File: src/rtl/cfg_loader_pkg.sv
package cfg_loader_pkg;

  // Roles of the four parameter registers, by select value.
  typedef enum logic [1:0] {
    ROLE_INTEG  = 2'd0,
    ROLE_DECAY  = 2'd1,
    ROLE_LOCK   = 2'd2,
    ROLE_UNLOCK = 2'd3
  } param_role_e;

  localparam int NUM_PARAMS = 4;

endpackage

File: src/rtl/cfg_cmd_capture.sv
// Holds the last accepted command byte and produces a one-cycle commit
// pulse when an accepted write raises the strobe.
module cfg_cmd_capture #(
  parameter int SEL_W = 2,
  parameter int IDX_W = 4,
  localparam int CMD_W = 2 + SEL_W + IDX_W
) (
  input  logic             clk,
  input  logic             rst,
  input  logic             wr_en,
  input  logic [CMD_W-1:0] wr_byte,
  output logic [CMD_W-1:0] cmd_q,
  output logic             commit_q
);

  localparam int STB_BIT = CMD_W - 1;

  logic strobe_rise;

  // the edge is measured against the previously accepted byte.
  always_comb begin
    strobe_rise = wr_en && wr_byte[STB_BIT] && !cmd_q[STB_BIT];
  end

  always_ff @(posedge clk) begin
    if (rst) begin
      cmd_q    <= '0;
      commit_q <= 1'b0;
    end else begin
      commit_q <= strobe_rise;
      if (wr_en) begin
        cmd_q <= wr_byte;
      end
    end
  end

endmodule

File: src/rtl/cfg_param_reg.sv
// One parameter register. A commit addressed to it writes one bit.
// Index 0 is the most-significant bit.
module cfg_param_reg #(
  parameter int          REG_W  = 12,
  parameter int          SEL_W  = 2,
  parameter int          IDX_W  = 4,
  parameter logic [SEL_W-1:0] MY_SEL = '0
) (
  input  logic             clk,
  input  logic             rst,
  input  logic             commit,
  input  logic [SEL_W-1:0] sel,
  input  logic [IDX_W-1:0] idx,
  input  logic             data,
  output logic [REG_W-1:0] value
);

  logic             mine;
  logic [REG_W-1:0] hit;

  always_comb begin
    mine = commit && (sel == MY_SEL);
  end

  // bit b answers only to index REG_W-1-b. Indices past the
  // register width match no bit.
  for (genvar b = 0; b < REG_W; b++) begin : g_hit
    localparam logic [IDX_W-1:0] MY_IDX = IDX_W'(REG_W - 1 - b);
    always_comb begin
      hit[b] = mine && (idx == MY_IDX);
    end
  end

  always_ff @(posedge clk) begin
    if (rst) begin
      value <= '0;
    end else begin
      for (int b = 0; b < REG_W; b++) begin
        if (hit[b]) begin
          value[b] <= data;
        end
      end
    end
  end

endmodule

File: src/rtl/cfg_serial_loader.sv
module cfg_serial_loader #(
  parameter int REG_W = 12,
  parameter int IDX_W = 4,
  localparam int SEL_W = 2,
  localparam int CMD_W = 2 + SEL_W + IDX_W
) (
  input  logic             clk,
  input  logic             rst,
  input  logic             wr_en,
  input  logic [CMD_W-1:0] wr_byte,
  output logic [REG_W-1:0] integ_step,
  output logic [REG_W-1:0] decay_step,
  output logic [REG_W-1:0] lock_thresh,
  output logic [REG_W-1:0] unlock_thresh,
  output logic [REG_W-1:0] obs_out,
  output logic [CMD_W-1:0] cmd_readback
);

  import cfg_loader_pkg::*;

  localparam int DATA_BIT = CMD_W - 2;

  logic                   commit_q;
  logic [CMD_W-1:0]       cmd_q;
  logic [REG_W-1:0]       regs [NUM_PARAMS];

  cfg_cmd_capture #(
    .SEL_W (SEL_W),
    .IDX_W (IDX_W)
  ) i_capture (
    .clk      (clk),
    .rst      (rst),
    .wr_en    (wr_en),
    .wr_byte  (wr_byte),
    .cmd_q    (cmd_q),
    .commit_q (commit_q)
  );

  // The registered command supplies the fields for the commit it caused.
  for (genvar r = 0; r < NUM_PARAMS; r++) begin : g_param
    cfg_param_reg #(
      .REG_W  (REG_W),
      .SEL_W  (SEL_W),
      .IDX_W  (IDX_W),
      .MY_SEL (SEL_W'(r))
    ) i_reg (
      .clk    (clk),
      .rst    (rst),
      .commit (commit_q),
      .sel    (cmd_q[IDX_W +: SEL_W]),
      .idx    (cmd_q[IDX_W-1:0]),
      .data   (cmd_q[DATA_BIT]),
      .value  (regs[r])
    );
  end

  assign integ_step    = regs[ROLE_INTEG];
  assign decay_step    = regs[ROLE_DECAY];
  assign lock_thresh   = regs[ROLE_LOCK];
  assign unlock_thresh = regs[ROLE_UNLOCK];
  assign obs_out       = regs[ROLE_INTEG];
  assign cmd_readback  = cmd_q;

endmodule

File: config.mk
export PLATFORM = sky130hd
export DESIGN_NAME = cfg_serial_loader
export DESIGN_NICKNAME = d
export VERILOG_FILES = /design/src/rtl/cfg_loader_pkg.sv /design/src/rtl/cfg_cmd_capture.sv /design/src/rtl/cfg_param_reg.sv /design/src/rtl/cfg_serial_loader.sv
export SDC_FILE = /design/constraint.sdc
export NUM_CORES = 1
export LEC_CHECK = 0
export BUFFER_PORTS_ARGS = -buffer_cell sky130_fd_sc_hd__buf_2
export CAP_MARGIN = 20
export CORE_MARGIN = 3
export CORE_UTILIZATION = 31
export CTS_CLUSTER_DIAMETER = 120
export CTS_CLUSTER_SIZE = 14
export DETAILED_ROUTE_END_ITERATION = 12
export SYNTH_ARGS = -nofsm -noshare
export SYNTH_HDL_FRONTEND = slang
export SYNTH_SLANG_ARGS = --single-unit
File: constraint.sdc
create_clock -name clk -period 1.34 [get_ports clk]
set_clock_uncertainty 0.1 [all_clocks]
set_input_delay 0.201 -clock clk [delete_from_list [all_inputs] [get_ports clk]]
set_output_delay 0.201 -clock clk [all_outputs]
set_load 0.05 [all_outputs]
==> impl_metrics.env, run 1 <==
export IMPL_status="finished, violations left"
export IMPL_violations="negative setup slack"
export IMPL_clock_sinks=57
export IMPL_period_minus_slack_ps=1360
export IMPL_crit_family="flip-flops"
export IMPL_crit_buf_inv=2
export IMPL_cap_violations=0
export IMPL_netlist_instances=268
export IMPL_layout_common_cells="buf_2, mux2i_1, dfxtp_1"
export IMPL_dpl_worst_slack_ps=-97.9
export IMPL_layout_drive_gt1_share_pct=39.9
export IMPL_grt_pass1_wl_um=10500
export IMPL_holdCritPathClass="primary input to flip-flop"
export IMPL_slowest_delay_ps=370
export IMPL_cpMaxStageDelayCell="dfxtp_4"
export IMPL_final_cells=453
export IMPL_drc=0
export IMPL_multiInputGateArea_um2=1360
export IMPL_die_h_um=98.9
export IMPL_syn_avg_cell_area_um2=9.98
export IMPL_required_ps=1440
export IMPL_fin_area_um2=3470
export IMPL_final_core_util_pct=41.8
export IMPL_portBuffers=78
export IMPL_dr_pass1_iters=4
export IMPL_clk_latency_ps=320
export IMPL_regArea_um2=1160
export IMPL_clockBufferDepth=2
export IMPL_cts_buffers=9
export IMPL_yosysWarnings=0
export IMPL_gp_congestion=0.777
export IMPL_core_um2=8300
export IMPL_grt_overflow=0
export IMPL_nFillCells=850
export IMPL_crit_chain="buf_4 > nor4b_4 > buf_4 > nand2_2 > mux2i_1"
export IMPL_ys_seq_elements=57
export IMPL_finalCritPeriodShare_pct=102
export IMPL_worst_setup_path_type="flip-flop to flip-flop"
export IMPL_finalWorstSetupSlack_ps=-21.6
export IMPL_grt_pass1_vias=1991
export IMPL_die_width_um=98.9
export IMPL_drt_wl_total_um=6520
export IMPL_final_max_slew_violation_count=0
export IMPL_syn2layout_area_growth_pct=29.8
export IMPL_dpl_cell_count=431
export IMPL_tightest_slew_ps=332
export IMPL_leakagePower_nw=1.79
export IMPL_cts_tree="done"
export IMPL_startpoint_type="flip-flop"
export IMPL_track_usage_pct=13.8
export IMPL_hold_viol=0
export IMPL_cp_common_cell="buf_4"
export IMPL_die_area_um2=9780
export IMPL_path_clk_slew_ps=60
export IMPL_powerDensity_nw_per_um2=1020
export IMPL_critPathCaptureType="flip-flop"
export IMPL_start_util_pct=32.2
export IMPL_grt_max_degree=49
export IMPL_num_io_pins=79
export IMPL_vias_per_cell=4.48
export IMPL_place_hpwl_um=4480
export IMPL_ys_types=19
export IMPL_slew_headroom_pct=77.9
export IMPL_htreeDepth=3
export IMPL_syn_area_um2=2680
export IMPL_diodes=0
export IMPL_rsz0062_at_grt="yes"
export IMPL_cts_hold_buf=0
export IMPL_cts_root_buf="clkbuf_8"
export IMPL_wl_per_cell_um=14.4
export IMPL_syn_num_nets=279
export IMPL_drt_initial_drc_count=107
export IMPL_layout_commonest_cell="buf_2"
export IMPL_antenna_found_initial=0
export IMPL_synth_seq_area_share_pct=42.7
export IMPL_place_area_um2=3160
export IMPL_cp_max_fo=9
export IMPL_irDropWorstVdd_uv=535
export IMPL_final_nets=356
export IMPL_vias=2029
export IMPL_num_rows=33
export IMPL_drtAntennaViolNets=0
export IMPL_arrival_ps=1470
export IMPL_timing_fmax_mhz=734
export IMPL_setup_violations_final=8
## stage by stage
step | setup TNS (ps) | total power [mW] | hold WS [ps]
6_report | -108 | 3.55 | 19.5
5_1_grt | -1160 | 3.71 | 18.1
4_1_cts | -46.2 | 3.61 | 1.29
3_5_place_dp | -505 | 2.06 | 339
3_3_place_gp | -357 | 2.06 | 337
2_1_floorplan | -184 | 1.99 | 247
## final cells by class
cell class,instances,share of cell area [%]
Multi-Input combinational cell,178,39.2
Sequential cell,57,33.5
Timing Repair Buffer,99,18.1
Clock buffer,12,5.12
Tap cell,105,3.78
Clock inverter,2,0.288
## where the power goes
part	switching, mW	internal, mW
sequential	0.0408	1.71
clock	0.633	0.869
combinational	0.164	0.140
total	0.837	2.72
## cells by family after synthesis
logic type,after synthesis,share of synthesized area (%)
buffers and inverters,33,7.58
DFF,57,42.7
and+or+nand+nor,122,28.8
muxes,56,21.0
## worst reg2reg max path, stage by stage, from the launching register on
cell and delay (ps):
dfxtp_4 370, buf_4 140, nor4b_4 260, buf_4 200, nand2_2 70, mux2i_1 110
## cells in the mapped netlist, drive strengths merged
master  instances  area (µm²)
and3            1        6.26
and3b           2        17.5
and4b           2        21.3
and4bb          4        50.1
buf            23         165
clkbuf         10        37.5
dfxtp          57        1140
mux2i          56         561
nand2          48         180
nand2b         49         307
nor2            8        30.0
nor3b           1        7.51
nor4            1        21.3
nor4b           4        95.1
nor4bb          2        35.0
## sequential cells by signal, summed over array words and instances (netlist names)
register	count
g_param.i_reg.value	48
i_capture.cmd_q	8
i_capture.commit_q	1
## worst paths after layout
kind | start | slack, ps | end | depth (start not counted)
max | i_capture.cmd_q[3] | -20 | g_param[2].i_reg.value[9] | 5
min | wr_byte[6] | 20 | i_capture.cmd_q[6] | 3
max reg2reg | i_capture.cmd_q[3] | -20 | g_param[2].i_reg.value[9] | 5
min reg2reg | i_capture.cmd_q[7] | 350 | i_capture.commit_q | 1
## what timing repair did
item / in CTS / in global routing
buffers inserted: 7 / 1
pin swaps: 2 / 4
hold endpoints to repair: 0 / 0
endpoints found under the setup margin: 20 / 32
resized for setup: 10 / 11
## layer usage
layer | wire [µm] | share of wire (%) | track usage, %
met1 | 3140 | 48 | 18.6
met3 | 369 | 5.7 | 3.96
met4 | 80 | 1.2 | 5.67
met5 | 0 | 0 | 0
met2 | 2930 | 45 | 20.7
(Power assumes the default switching activity.)
==> run 2: changes to the inputs <==
--- a/config.mk
+++ b/config.mk
@@ -14,2 +14,3 @@
 export DETAILED_ROUTE_END_ITERATION = 12
+export GPL_TIMING_DRIVEN = 0
 export SYNTH_ARGS = -nofsm -noshare
==> constraint.sdc (replaced) <==
create_clock -name clk -period 1.34 [get_ports clk]
set_clock_uncertainty 0.1 [all_clocks]
set_input_delay 0.067 -clock clk [delete_from_list [all_inputs] [get_ports clk]]
set_output_delay 0.067 -clock clk [all_outputs]
set_load 0.05 [all_outputs]
==> run 2 against run 1 <==
  * The run still ends with negative setup slack left
  * First-iteration DRC count increased by 15%
  * Critical path depth unchanged
  * Global-route usage increased by 1.2 points
  * Register-to-register slack about the same
  * Combinational power increased by 32%
  * Clock power increased by 6%
  * Die area unchanged
  * Routed wire length increased by 6.5%
  * Hold slack improved by 12 ps
  * Critical path type unchanged
==> impl_metrics.env, run 2 (same netlist as run 1, synthesis figures left out) <==
export IMPL_status="finished, violations left"
export IMPL_violations="negative setup slack"
export IMPL_gp_congestion=0.725
export IMPL_reg_top3="g_param.i_reg.value (48), i_capture.cmd_q (8), i_capture.commit_q (1)"
export IMPL_track_usage_pct=15.0
export IMPL_grt_overflow=0
export IMPL_htreeDepth=3
export IMPL_grt_max_degree=12
export IMPL_fin_area_um2=3800
export IMPL_cts_tree="done"
export IMPL_drt_wl_total_um=6940
export IMPL_dr_pass1_iters=4
export IMPL_layout_common_cells="buf_2, mux2i_1, dfxtp_1"
export IMPL_dpl_cell_count=450
export IMPL_irDropWorstVdd_uv=619
export IMPL_rsz0062_at_grt="yes"
export IMPL_startpoint_type="flip-flop"
export IMPL_cap_violations=0
export IMPL_largest_reg_flops=48
export IMPL_num_rows=33
export IMPL_wl_per_cell_um=14.1
export IMPL_multiInputGateArea_um2=1420
export IMPL_vias_per_cell=4.40
export IMPL_finalWorstSetupSlack_ps=-32.6
export IMPL_setup_violations_final=19
export IMPL_vias=2162
export IMPL_cp_max_fo=8
export IMPL_clk_latency_ps=340
export IMPL_pwr_share_seq_pct=46.5
export IMPL_critPathCaptureType="flip-flop"
export IMPL_layout_commonest_cell="buf_2"
export IMPL_drt_initial_drc_count=123
export IMPL_p_int_mw=2.75
export IMPL_use_met3_pct=5.31
export IMPL_clock_sinks=57
export IMPL_start_util_pct=32.2
export IMPL_holdCritPathClass="primary input to flip-flop"
export IMPL_period_minus_slack_ps=1370
export IMPL_required_ps=1450
export IMPL_final_core_util_pct=45.8
export IMPL_drc=0
export IMPL_clockBufferDepth=2
export IMPL_nFillCells=816
export IMPL_portBuffers=77
export IMPL_timing_fmax_mhz=729
export IMPL_die_h_um=98.9
export IMPL_path_clk_slew_ps=70
export IMPL_layout_drive_gt1_share_pct=46.6
export IMPL_arrival_ps=1490
export IMPL_final_nets=392
export IMPL_busiest_layer="met2"
export IMPL_die_area_um2=9780
export IMPL_leakagePower_nw=1.96
export IMPL_met1_usage_pct=18.6
export IMPL_hold_viol=0
export IMPL_grt_pass1_vias=2231
export IMPL_final_cells=491
export IMPL_core_um2=8300
export IMPL_slew_headroom_pct=68.7
export IMPL_antenna_found_initial=0
export IMPL_syn2layout_area_growth_pct=42.2
export IMPL_tightest_slew_ps=470
export IMPL_rr_worst_depth=5
export IMPL_clockPowerShare_pct=42.7
export IMPL_comb_power_share_pct=10.8
export IMPL_worst_setup_path_type="flip-flop to flip-flop"
export IMPL_regArea_um2=1160
export IMPL_min_path_cells=2
export IMPL_place_area_um2=3230
export IMPL_cts_buffers=9
export IMPL_num_io_pins=79
export IMPL_switching_power_mw=0.964
export IMPL_total_power_mw=3.72
export IMPL_place_hpwl_um=4700
export IMPL_switching_share_pct=25.9
export IMPL_diodes=0
export IMPL_finalCritPeriodShare_pct=102
export IMPL_dpl_worst_slack_ps=-166
export IMPL_grt_pass1_wl_um=11400
export IMPL_use_met2_pct=23.7
export IMPL_final_max_slew_violation_count=0
export IMPL_regMostFlops="g_param.i_reg.value"
export IMPL_cts_root_buf="clkbuf_8"
export IMPL_drtAntennaViolNets=0
export IMPL_die_width_um=98.9
export IMPL_powerDensity_nw_per_um2=977
run 2: cell count changes in the layout (fill, tap and decap cells not counted), sizes merged, moves of 2 or more:
cell         before  now
buf              98  118
dlygate4sd3       0    8
clkbuf           13   18
clkinvlp          0    2
run 2: power groups by stage:
| stage | Combinational, mW | Sequential, mW | Clock, mW |
|---|---|---|---|
| global placement | 0.297 | 1.77 | 0 |
| floorplan | 0.176 | 1.81 | 0 |
| CTS | 0.378 | 1.73 | 1.62 |
| detailed placement | 0.298 | 1.77 | 0 |
| global route | 0.427 | 1.73 | 1.72 |
| finish | 0.402 | 1.73 | 1.59 |
run 2: worst max-delay path, cell delays in order, from the launching register on:
cell,delay [ps]
dfxtp_4,380
buf_8,140
buf_6,100
and4b_2,340
nand2_2,80
mux2i_1,110
run 2: worst paths after layout:
| path | startpoint | to | slack [ps] |
|---|---|---|---|
| worst max-delay path | i_capture.cmd_q[0] | g_param[3].i_reg.value[4] | -30 |
| worst min-delay path | wr_en | i_capture.commit_q | 30 |
| worst max register to register | i_capture.cmd_q[0] | g_param[3].i_reg.value[4] | -30 |
| worst min register to register | g_param[3].i_reg.value[7] | g_param[3].i_reg.value[7] | 370 |
run 2: cell type report:
class	instances	area share [%]
multi-input cells	178	37.3
flip-flops and latches	57	30.6
repair buffers	102	16.8
plain buffers	33	6.71
well taps	105	3.45
clock buffers	9	3.26
clock inverters	7	1.84
run 2: per-stage QoR:
step / hold slack (ps) / setup TNS (ps)
global route: 31.2 / -2180
detailed placement: 210 / -4660
floorplan: 113 / -184
global placement: 203 / -4240
finish: 31.7 / -294
CTS: 20.6 / -713
run 2: per-layer routing:
metal | vias to the layer above | wire length, µm
li1 | 1099 | -
met1 | 1002 | 3200
met2 | 50 | 3250
met3 | 11 | 365
met4 | 0 | 129
met5 | - | 0
run 2: timing repair:
item                                   in CTS  in global routing
setup endpoints to repair                  43                 48
resized for setup                          14                 39
buffers inserted                           14                  2
endpoints found under the hold margin       9                  0
hold buffers                                8                  0
pin swaps                                   9                  5
gates cloned                                1                  0
